**src/rtl/reset_ctl_pkg.sv**
```systemverilog
package reset_ctl_pkg;

    localparam int unsigned IO_ADDR_W   = 16;
    localparam int unsigned IO_DATA_W   = 8;
    localparam logic [15:0] CTL_PORT    = 16'hCF9;
    localparam int unsigned TYPE_POS    = 1;
    localparam int unsigned TRIGGER_POS = 2;

    // Decoded write command: the only two data bits with meaning
    typedef struct packed {
        logic trigger;
        logic rst_type;
    } wr_cmd_t;

    // Place the stored flag at its bit position in a zeroed byte
    function automatic logic [IO_DATA_W-1:0] pack_flag(input logic flag);
        logic [IO_DATA_W-1:0] b;
        b = '0;
        b[TYPE_POS] = flag;
        return b;
    endfunction

endpackage

```
**src/rtl/reset_ctl_decode.sv**
```systemverilog
module reset_ctl_decode #(
    parameter int unsigned          ADDR_W = reset_ctl_pkg::IO_ADDR_W,
    parameter logic [ADDR_W-1:0]    PORT   = ADDR_W'(reset_ctl_pkg::CTL_PORT)
) (
    input  logic [ADDR_W-1:0] addr,
    input  logic              wr,
    input  logic              rd,
    output logic              wr_hit,
    output logic              rd_hit
);

    logic addr_match;

    always_comb begin
        addr_match = (addr == PORT);
        wr_hit     = wr && addr_match;
        rd_hit     = rd && addr_match;
    end

endmodule

```
**src/rtl/reset_ctl_store.sv**
```systemverilog
module reset_ctl_store
    import reset_ctl_pkg::*;
(
    input  logic    clk,
    input  logic    rst,
    input  logic    wr_hit,
    input  wr_cmd_t cmd,
    output logic    type_q,
    output logic    req_q
);

    always_ff @(posedge clk) begin
        if (rst) begin
            type_q <= 1'b0;
            req_q  <= 1'b0;
        end else begin
            req_q <= wr_hit && cmd.trigger;
            if (wr_hit && !cmd.trigger) begin
                type_q <= cmd.rst_type;
            end
        end
    end


    trigger_keeps_type_chk: assert property (@(posedge clk) disable iff (rst)
        (wr_hit && cmd.trigger) |=> $stable(type_q));

endmodule

```
**src/rtl/reset_ctl_readback.sv**
```systemverilog
module reset_ctl_readback
    import reset_ctl_pkg::*;
#(
    parameter int unsigned DATA_W = IO_DATA_W
) (
    input  logic              clk,
    input  logic              rst,
    input  logic              rd_hit,
    input  logic              type_q,
    output logic [DATA_W-1:0] rdata,
    output logic              rvalid
);

    logic rflag_q;
    logic rvalid_q;

    always_ff @(posedge clk) begin
        if (rst) begin
            rvalid_q <= 1'b0;
            rflag_q  <= 1'b0;
        end else begin
            rvalid_q <= rd_hit;
            rflag_q  <= rd_hit ? type_q : 1'b0;
        end
    end

    always_comb begin
        rdata  = DATA_W'(pack_flag(rflag_q && rvalid_q));
        rvalid = rvalid_q;
    end

endmodule

```
**src/rtl/reset_ctl_port.sv**
```systemverilog
module reset_ctl_port
    import reset_ctl_pkg::*;
(
    input  logic                 clk,
    input  logic                 rst,
    input  logic                 io_wr,
    input  logic                 io_rd,
    input  logic [IO_ADDR_W-1:0] io_addr,
    input  logic [IO_DATA_W-1:0] io_wdata,
    output logic [IO_DATA_W-1:0] io_rdata,
    output logic                 io_rvalid,
    output logic                 sys_rst_req
);

    logic    wr_hit;
    logic    rd_hit;
    logic    type_q;
    wr_cmd_t cmd;
    logic    wdata_unused;

    always_comb begin
        cmd.trigger  = io_wdata[TRIGGER_POS];
        cmd.rst_type = io_wdata[TYPE_POS];
        wdata_unused = ^io_wdata;
    end

    reset_ctl_decode #(
        .ADDR_W (IO_ADDR_W),
        .PORT   (CTL_PORT)
    ) u_decode (
        .addr   (io_addr),
        .wr     (io_wr),
        .rd     (io_rd),
        .wr_hit (wr_hit),
        .rd_hit (rd_hit)
    );

    reset_ctl_store u_store (
        .clk    (clk),
        .rst    (rst),
        .wr_hit (wr_hit),
        .cmd    (cmd),
        .type_q (type_q),
        .req_q  (sys_rst_req)
    );

    reset_ctl_readback #(
        .DATA_W (IO_DATA_W)
    ) u_readback (
        .clk    (clk),
        .rst    (rst),
        .rd_hit (rd_hit),
        .type_q (type_q),
        .rdata  (io_rdata),
        .rvalid (io_rvalid)
    );


    req_has_cause_chk: assert property (@(posedge clk) disable iff (rst)
        sys_rst_req |-> $past(io_wr && (io_addr == CTL_PORT) && io_wdata[TRIGGER_POS]));


    rvalid_has_cause_chk: assert property (@(posedge clk) disable iff (rst)
        io_rvalid |-> $past(io_rd && (io_addr == CTL_PORT)));


    rdata_only_type_chk: assert property (@(posedge clk) disable iff (rst)
        (io_rdata & ~pack_flag(1'b1)) == '0);


    rdata_idle_zero_chk: assert property (@(posedge clk) disable iff (rst)
        !io_rvalid |-> (io_rdata == '0));


    reset_clears_chk: assert property (@(posedge clk)
        $past(rst) |-> (!sys_rst_req && !io_rvalid));

endmodule

```
**config.mk**
```make
export PLATFORM = sky130hd
export DESIGN_NAME = reset_ctl_port
export DESIGN_NICKNAME = d
export VERILOG_FILES = /design/src/rtl/reset_ctl_pkg.sv /design/src/rtl/reset_ctl_decode.sv /design/src/rtl/reset_ctl_store.sv /design/src/rtl/reset_ctl_readback.sv /design/src/rtl/reset_ctl_port.sv
export SDC_FILE = /design/constraint.sdc
export NUM_CORES = 1
export LEC_CHECK = 0
export ABC_CLOCK_PERIOD_IN_PS = 1000
export BUFFER_PORTS_ARGS = -buffer_cell sky130_fd_sc_hd__clkbuf_2
export CORE_AREA = 2 2 39 41
export DETAILED_ROUTE_END_ITERATION = 10
export DIE_AREA = 0 0 41 43
export PLACE_DENSITY_LB_ADDON = 0.08
export SLEW_MARGIN = 20
export SYNTH_ARGS = -nofsm -noshare
export SYNTH_HDL_FRONTEND = slang
export SYNTH_SLANG_ARGS = --single-unit
export TNS_END_PERCENT = 5
```
**constraint.sdc**
```tcl
create_clock -name clk -period 1 [get_ports clk]
set_input_delay 0.05 -clock clk [delete_from_list [all_inputs] [get_ports clk]]
set_output_delay 0.05 -clock clk [all_outputs]
set_load 0.02 [all_outputs]
```
After elaboration in Yosys (flattened, before gate mapping)
Index checks and enable logic that the tools add are counted.
Word-level totals
  register bits: 4
  input port bits: 28
Cells by class
  eq/ne operators: 1
  bitwise gates (word level): 1
  reduce and logical (&&, ||, !) cells: 7
Operator list (count)
  equality test 16 x 12 -> 1 bit, second input constant: 1
  logical AND 1 bit: 5
  OR reduction 2 bit: 1
  logical NOT 1 bit: 1
  NOT 1 bit: 1

Depth between registers and ports, before layout
Gate-level depths: netlist of the first run.
  depth in word-level cells: 4
  gate-level depth with buffers: 4

Cells and area by module
A second synthesis of the first run with hierarchy kept.
Second synthesis, totals
  cells, all modules: 28
  area total of the unflattened synthesis: 259.0 sq um
Modules (own cells, without submodules)
  reset_ctl_readback: times used 1, cells each 13, area an instance 117.6 sq um, sequential area each 40.0 sq um
  reset_ctl_store: times used 1, cells each 8, area an instance 76.3 sq um, sequential area each 40.0 sq um
  reset_ctl_decode: times used 1, cells each 7, area an instance 65.1 sq um, sequential area each 0.0 sq um

Least setup slack after synthesis of the first run
No wires, ideal clock.
  path kind: input-to-reg
  start: input port io_addr[15]
  end: register u_store.type_q
  setup time: 70 ps
  arrival time: 803 ps
  data required time: 930 ps
  slack: 127 ps
  stages on the path: 4
  path buffers: 0
  path through: nor4b_2 > nand4_2 > nand4bb_1 > a21oi_1
On the way
  cells in the longest elaborated chain, start to end: 3
RTL lines
  start: declaration: line reset_ctl_port.sv:8  | input logic [IO_ADDR_W-1:0] io_addr,
  equality test 16 x 12 -> 1 bit: line reset_ctl_decode.sv:15  | addr_match = (addr == PORT);
  logical AND 1 bit: line reset_ctl_decode.sv:16  | wr_hit = wr && addr_match;
  logical AND 1 bit: line reset_ctl_store.sv:18  | if (wr_hit && !cmd.trigger) begin
  end signal: assignment: line reset_ctl_store.sv:19  | type_q <= cmd.rst_type;
  end: declaration: line reset_ctl_store.sv:8  | output logic type_q,
No other way between the ends.
A chain may end at the register's enable or synchronous reset.

Final worst setup path of the first run
  start: register u_readback.rvalid_q (netlist: u_readback.rvalid)
  end: output port io_rdata[1]
On the way
  cells in the longest elaborated chain, start to end: 1
RTL lines
  start: declaration: line reset_ctl_readback.sv:15  | logic rvalid_q;
  start signal: assignment: line reset_ctl_readback.sv:22  | rvalid_q <= rd_hit;
  logical AND 1 bit: line reset_ctl_readback.sv:28  | rdata = DATA_W'(pack_flag(rflag_q && rvalid_q));
  end: declaration: line reset_ctl_port.sv:10  | output logic [IO_DATA_W-1:0] io_rdata,
No other way between the ends.

==> results of run 1 <==
## metal layers
layer | global-route usage [%] | vias up
met4 | 11.3 | 0
met5 | 0 | -
met2 | 11.3 | 18
li1 | - | 131
met3 | 4.19 | 0
met1 | 6.07 | 113
## power groups by stage
stage                     sequential, uW  combinational (uW)  clock (uW)
after detailed placement             163                75.5           0
after global routing                 160                83.4         221
after global placement               163                74.2           0
final                                160                75.8         197
after floorplan                      163                55.3           0
after CTS                            160                75.6         211
## stage by stage
| stage | hold slack [ps] | total power [uW] | setup slack [ps] | utilization [%] | cells |
|---|---|---|---|---|---|
| after floorplan | 119 | 218 | 127 | - | 32 |
| after CTS | 18.9 | 447 | 122 | 28.4 | 68 |
| after global routing | 27.2 | 465 | 68.4 | 28.4 | 68 |
| after global placement | 259 | 237 | -41.6 | 26.8 | 65 |
| final | 34.4 | 434 | 137 | 28.4 | 68 |
| after detailed placement | 263 | 238 | -53.6 | 26.8 | 65 |
## kinds of logic after synthesis
kind of cell / count (synthesis) / synth area share, %
flip-flops: 4 / 30.8
buffers and inverters: 7 / 20.2
other: 1 / 1.44
AND/OR/NAND/NOR: 12 / 43.7
AO/OA/AOI/OAI: 2 / 3.84
## final timing paths
kind,start,endpoint,slack [ps],depth (start not counted)
min,rst,u_store.type_q$_SDFFE_PP0P_,30,2
max,u_readback.rvalid$_SDFF_PP0_,io_rdata[1],140,2
min reg2reg,u_store.type_q$_SDFFE_PP0P_,u_readback.rflag_q$_SDFF_PP0_,450,1
max reg2reg,u_store.type_q$_SDFFE_PP0P_,u_store.type_q$_SDFFE_PP0P_,420,2
## synth_stat cells
library cell,number,share of area [%]
buf_4,7,20
dfxtp_1,4,31
and2_1,2,4.8
and4bb_2,2,9.6
a21oi_1,1,1.9
and4b_1,1,3.8
conb_1,1,1.4
nand2_1,1,1.4
nand2b_1,1,2.4
nand4_2,1,4.8
nand4bb_1,1,4.3
nor3_1,1,1.9
nor3b_2,1,4.8
nor4b_2,1,5.8
o21ai_0,1,1.9
## layout make-up
cell class / count / area (um^2) / area share (%)
clock buffer: 3 / 22.5 / 5.73
multi-input combinational: 21 / 150 / 38.2
sequential: 4 / 80.1 / 20.4
tap: 16 / 20.0 / 5.10
timing repair buffer: 24 / 120 / 30.6
## sequential cells by signal, indices dropped and copies added (netlist names)
register and cells:
u_readback.rvalid 1, u_store.req_q 1, u_store.type_q 1, u_readback.rflag_q 1
==> results.cfg, run 1 <==
[yosys]
synth.distinct_cells = 15
avgSynthCellArea_um2 = 10.0
syn_area_um2 = 260
yosysWarnings = 0
yosysSeqAreaShare_pct = 30.8
synth_seq_cells = 4
synth_cells = 26

[power_and_ir_drop]
p_sw_uw = 102
combinationalPowerShare_pct = 17.5
p_sw_share_pct = 23.4
power_density_nw_per_um2 = 1100
vdd_drop_max_mv = 0.357
seqPwrFrac_pct = 37.0
p_int_uw = 332
pwr-share-clk_pct = 45.5
p_leak_uw = 0.000211

[grt]
grt_pass1_vias = 259
grt-ovfl-total = 0
grt_pass1_wl_um = 883
antenna_found_initial = 0
track_usage_pct = 8.02
grt_max_degree = 5

[routing]
wl_per_cell_um = 8.12
ant_nets = 0
vias_per_cell = 3.85
wl_um = 552
drc = 0
met2WireLength_um = 285
drt_pre_antenna_iters = 1
vias = 262
drt-met1-wl_um = 182
wl_met3_um = 84
highest_layer = met3
drt_iter0_drc = 0

[cts]
clockRootBuffer = clkbuf_4
cts_hold_buf = 0
cts_made_buffers = 3
cts_setup_buffers = 0
insertion_delay_ps = 230
clock_sinks = 4
htreeDepth = 1
cts_tree = yes
clk_pin_slew_ps = 40
post_cts_resized = 0
clock_path_buffers = 2

[critical_path]
path_delay_family = flip-flops
cpMaxStageDelayCell = dfxtp_1
crit_chain = and2_1, clkbuf_2
crit_path_end_kind = output pin
arrival_ps = 810
cp.required_ps = 950
slowest_delay_ps = 310
cp-start-kind = flip-flop
path_max_fanout = 2
critPathBufInv = 1
crit_type = flip-flop to output pin

[sta]
setup_tns_ps = 0
drv_slew = 0
hold_viol = 0
skew_ps = 0.0529
period_needed_ps = 863
grt_setup_unrepaired = false
fmax_mhz = 1160
min_period_over_period_pct = 86.3
finalSetupViolations = 0

[floorplanning]
pin_count = 38
initial_core_util_pct = 18.8
dieArea_um2 = 1760
fp.coreArea_um2 = 1380
die_width_um = 41
dieHeight_um = 43
num_rows = 14

[cells_and_area]
layout_commonest_cell = clkbuf_2
fin_area_um2 = 393
final.fill_count = 164
layout_common_cells = 24 x clkbuf_2, 7 x conb_1, 4 x dfxtp_1
syn2layout_area_growth_pct = 51.0
layout-drive-gt1-share_pct = 61.5
antenna_cells = 0
final_nets = 82

[flow_run]
max_cap_viol_count = 0

[placement]
portBuffers = 24
globalplace.congestion = 0.580
placed_area_um2 = 370

[status]
status = complete, no violations

[hold_path]
hp-class = input port to flip-flop
Note: power is estimated with default switching activity, not from simulation.
==> run 2: changes to the inputs <==
- ABC_AREA: unset -> 1
==> results.cfg, run 2 <==
[grt]
antenna_found_initial = 0
track_usage_pct = 8.93
gr-usage-met1_pct = 11.5
grt_pass1_wl_um = 1100
grt_pass1_vias = 322
grt_max_degree = 3
grt_util_met3_pct = 1.57
grt-ovfl-total = 0
grt.busiest_layer = met2
use_met2_pct = 12.8

[routing]
vias_per_cell = 3.59
drt_pre_antenna_iters = 4
drc = 0
drt_iter0_drc = 3
wl_per_cell_um = 6.03
ant_nets = 0
wl_um = 639
vias = 381

[cts]
cts_made_buffers = 3
cts_hold_buf = 0
cts_tree = yes
clk_pin_slew_ps = 30
post_cts_resized = 0
cts_setup_buffers = 0
clock_sinks = 4
htreeDepth = 1
clockRootBuffer = clkbuf_4
insertion_delay_ps = 230
clock_path_buffers = 2

[yosys]
synth_top_family_by_area = simple AND/OR/NAND/NOR gates
synth.area.mux_share_pct = 0
synth_edf_count = 0
avgSynthCellArea_um2 = 5.69
synth_xor_area_share_pct = 0
yosysTopAreaCellShare_pct = 22.0
yosysSeqAreaShare_pct = 22.0
async_reset_ff_share_pct = 0
synth_cells = 64
yosysMostFrequentCell = nand2_1
syn_area_um2 = 364
yosys.area_share.simple_pct = 48.1
synth_compound_area_share_pct = 0
synthFlopType = dfxtp_1
synthTopCellsByCount = 18 x nand2_1, 14 x inv_1, 10 x nor2_1
synth.distinct_cells = 12
synth_area_leaders = dfxtp_1 22%, nand2_1 19%, buf_4 14%
synth_seq_cells = 4
yosysWarnings = 0
synthAdderAreaFrac_pct = 0
yosysTopAreaCell = dfxtp_1

[critical_path]
cp.required_ps = 950
r2r_end = u_readback.rflag_q$_SDFF_PP0_
crit_path_end_kind = output pin
arrival_ps = 780
crit_end = io_rdata[1]
r2r_slack_ps = 450
path_max_fanout = 2
crit_type = flip-flop to output pin
cp-start-kind = flip-flop
ff2ff_path_depth = 1
startpoint = u_readback.rvalid$_SDFF_PP0_
timing.rr.start = u_store.type_q$_SDFFE_PP0P_

[floorplanning]
dieArea_um2 = 1760
pin_count = 38
initial_core_util_pct = 26.3
dieHeight_um = 43
num_rows = 14
die_width_um = 41
fp.coreArea_um2 = 1380

[cells_and_area]
layout-drive-gt1-share_pct = 36.7
antenna_cells = 0
stdcell_count = 106
final.fill_count = 171
layout_common_cells = 24 x clkbuf_2, 18 x nand2_1, 14 x inv_1
syn2layout_area_growth_pct = 36.4
final_nets = 120
layout_commonest_cell = clkbuf_2

[flow_run]
max_cap_viol_count = 0

[sta]
hold_viol = 0
setup_tns_ps = 0
skew_ps = 0.698
grt_setup_unrepaired = false
fmax_mhz = 1200
drv_slew = 0
period_needed_ps = 833
min_period_over_period_pct = 83.3
finalSetupViolations = 0

[placement]
dp_hpwl_um = 608
portBuffers = 24
globalplace.congestion = 0.720
place_inst = 103

[power_and_ir_drop]
vdd_drop_max_mv = 0.220
p_sw_share_pct = 25.8
fin_total_pwr_uw = 453
pwr-share-clk_pct = 41.5
power_density_nw_per_um2 = 912
combinationalPowerShare_pct = 23.1
p_int_uw = 336
seqPwrFrac_pct = 35.5
p_sw_uw = 117
p_leak_uw = 0.000305

[status]
status = complete, no violations

[hold_path]
hp-class = input port to flip-flop
==> run 2: changes by cell type in the layout (fill, tap and decap cells not counted), sizes merged, moves of 2 or more <==
cell,before,now
nand3,0,2
and2,2,0
nor2,0,14
inv,0,14
nand2,1,18
and4bb,2,0
==> run 2: area by class of cell <==
type	instances	area, um^2	share of cell area, %
multi-input cells	45	201	40.6
repair buffers	24	120	24.2
flip-flops and latches	4	80.1	16.1
inverters	14	52.6	10.6
clock buffers	3	22.5	4.53
well taps	16	20.0	4.03
==> run 2: power groups by stage <==
stage	clock, uW	sequential, uW	combinational, uW
2_1_floorplan	0	163	73.9
3_3_place_gp	0	163	105
3_5_place_dp	0	163	105
4_1_cts	198	160	105
5_1_grt	204	160	122
6_report	188	161	104
==> run 2: critical path: stages (launching register included) <==
cell and delay, ps:
dfxtp_1 320, nand2_1 50, inv_1 40, clkbuf_2 150
==> run 2: per-layer routing <==
layer / vias to the layer above / share of wire, %
met5: - / 0
met4: 0 / 0
met3: 0 / 11
met2: 19 / 45
met1: 138 / 44
li1: 224 / -
==> run 2: metrics by stage <==
| stage | hold slack, ps | worst slack, ps | utilization, % | area, um^2 |
|---|---|---|---|---|
| 2_1_floorplan | 128 | 317 | - | 387 |
| 3_3_place_gp | 245 | 171 | 34.3 | 474 |
| 3_5_place_dp | 243 | 162 | 34.3 | 474 |
| 4_1_cts | 1.68 | 151 | 35.9 | 497 |
| 5_1_grt | 16.2 | 104 | 35.9 | 497 |
| 6_report | 7.72 | 167 | 35.9 | 497 |
==> run 2: cells by family after synthesis <==
| family | after synthesis |
|---|---|
| and+or+nand+nor | 38 |
| buffers and inverters | 21 |
| DFF | 4 |
| other | 1 |
==> run 2: worst min-delay path by stage <==
stage          start                       end  slack (ps)  cells after the start
2_1_floorplan    rst  u_store.req_q$_SDFF_PP0_         130                      1
3_3_place_gp     rst  u_store.req_q$_SDFF_PP0_         240                      2
3_5_place_dp     rst  u_store.req_q$_SDFF_PP0_         240                      2
4_1_cts          rst  u_store.req_q$_SDFF_PP0_           2                      2
5_1_grt          rst  u_store.req_q$_SDFF_PP0_          20                      2
6_report         rst  u_store.req_q$_SDFF_PP0_           8                      2
==> run 3: changes to the inputs <==
- ABC_CLOCK_PERIOD_IN_PS: 1000 -> 800
- clock period: 1 -> 0.8 ns (I/O delays scaled with it)
==> results.cfg, run 3 (synthesis results as in run 2) <==
[critical_path]
crit_chain = nand2_2, inv_2, buf_8
arrival_ps = 750
slowest_delay_ps = 320
crit_type = flip-flop to output pin
crit_path_end_kind = output pin
path_max_fanout = 2
cp-start-kind = flip-flop
cp.required_ps = 760
critPathBufInv = 2
path_delay_family = flip-flops
cpMaxStageDelayCell = dfxtp_2

[cts]
clk_pin_slew_ps = 30
htreeDepth = 1
clock_sinks = 4
cts_tree = yes
cts_made_buffers = 3
insertion_delay_ps = 230
cts_setup_buffers = 0
clockRootBuffer = clkbuf_4
clock_path_buffers = 2

[power_and_ir_drop]
power_density_nw_per_um2 = 1090
pwr-share-clk_pct = 41.1
p_sw_share_pct = 25.6
vdd_drop_max_mv = 0.303
p_sw_uw = 146
seqPwrFrac_pct = 35.3
combinationalPowerShare_pct = 23.6
p_leak_uw = 0.000310
p_int_uw = 423
fin_total_pwr_uw = 569

[routing]
ant_nets = 0
wl_per_cell_um = 6.24
vias = 396
drc = 0
drt_pre_antenna_iters = 4
vias_per_cell = 3.70
drt_iter0_drc = 3
wl_um = 668

[cells_and_area]
antenna_cells = 0
layout-drive-gt1-share_pct = 39.6
final_nets = 121
syn2layout_area_growth_pct = 43.0
layout_commonest_cell = clkbuf_2
fin_util_pct = 37.6
layout_common_cells = 23 x clkbuf_2, 17 x nand2_1, 13 x inv_1

[sta]
finalSetupViolations = 0
min_period_over_period_pct = 98.5
setup_tns_ps = 0
fmax_mhz = 1270
skew_ps = 1.50
grt_setup_unrepaired = true
drv_slew = 0
period_needed_ps = 788
hold_viol = 0
timing.hold.ws_ps = 66.9

[grt]
use_met2_pct = 14.4
grt_max_degree = 3
antenna_found_initial = 0
grt-ovfl-total = 0
track_usage_pct = 9.44
grt_util_met3_pct = 1.57
grt.busiest_layer = met2
gr-usage-met1_pct = 11.6
grt_pass1_wl_um = 1160
grt_pass1_vias = 343

[floorplanning]
dieArea_um2 = 1760
initial_core_util_pct = 26.3
die_width_um = 41
dieHeight_um = 43
fp.coreArea_um2 = 1380
num_rows = 14
pin_count = 38

[flow_run]
max_cap_viol_count = 0

[placement]
globalplace.congestion = 0.720
portBuffers = 24
dp_hpwl_um = 608

[status]
status = complete, no violations

[hold_path]
hp-class = input port to flip-flop
[run 3: cell count changes in the layout (fill, tap and decap cells not counted)]
cell           change
dfxtp_2            +1
dfxtp_1            -1
inv_1              -1
inv_2              +1
clkbuf_2           -1
dlygate4sd3_1      +1
nand2_1            -1
buf_8              +1
nand2_2            +1
[run 3: final timing paths]
path	startpoint	endpoint	slack, ps	cells past startpoint
hold / removal	io_wdata[2]	u_store.req_q$_SDFF_PP0_	70	3
hold reg to reg	u_store.type_q$_SDFFE_PP0P_	u_store.type_q$_SDFFE_PP0P_	480	2
setup / recovery	u_readback.rvalid$_SDFF_PP0_	io_rdata[1]	10	3
setup reg to reg	u_store.type_q$_SDFFE_PP0P_	u_readback.rflag_q$_SDFF_PP0_	250	1
[run 3: metrics by stage]
step | setup WS, ps | area (um^2) | instances
2_1_floorplan | 127 | 387 | 70
3_3_place_gp | -19.4 | 474 | 103
3_5_place_dp | -27.8 | 474 | 103
4_1_cts | -14.6 | 517 | 107
5_1_grt | -29.0 | 520 | 107
6_report | 12.2 | 520 | 107
[run 3: what timing repair did]
| item | in CTS | in global routing |
|---|---|---|
| hold endpoints to repair | 1 | 0 |
| cloned | 0 | 0 |
| setup endpoints to repair | 1 | 1 |
| hold buffers | 1 | 0 |
| gates resized for setup | 3 | 3 |
[run 3: power by group through the flow]
stage	clock network (uW)	registers, uW	logic (uW)
final	234	201	134
after CTS	248	201	135
after detailed placement	0	204	131
after floorplan	0	204	92.3
after global placement	0	204	131
after global routing	254	200	156
[run 3: routing by layer]
layer | share of wire, % | wire length, um
met4 | 0 | 0
met3 | 11 | 73
met1 | 42 | 281
met5 | 0 | 0
met2 | 47 | 313
[run 3: tightest hold or removal path: stages]
cell	delay (ps)
clkbuf_2	90
inv_1	60
nor3_1	50
[run 3: final cells by class]
| type | instances | area (um^2) |
|---|---|---|
| Sequential cell | 4 | 81.3 |
| Fill cell | 171 | 863 |
| Timing Repair Buffer | 25 | 140 |
| Inverter | 14 | 52.6 |
| Multi-Input combinational cell | 45 | 204 |
| Clock buffer | 3 | 22.5 |
| Tap cell | 16 | 20.0 |
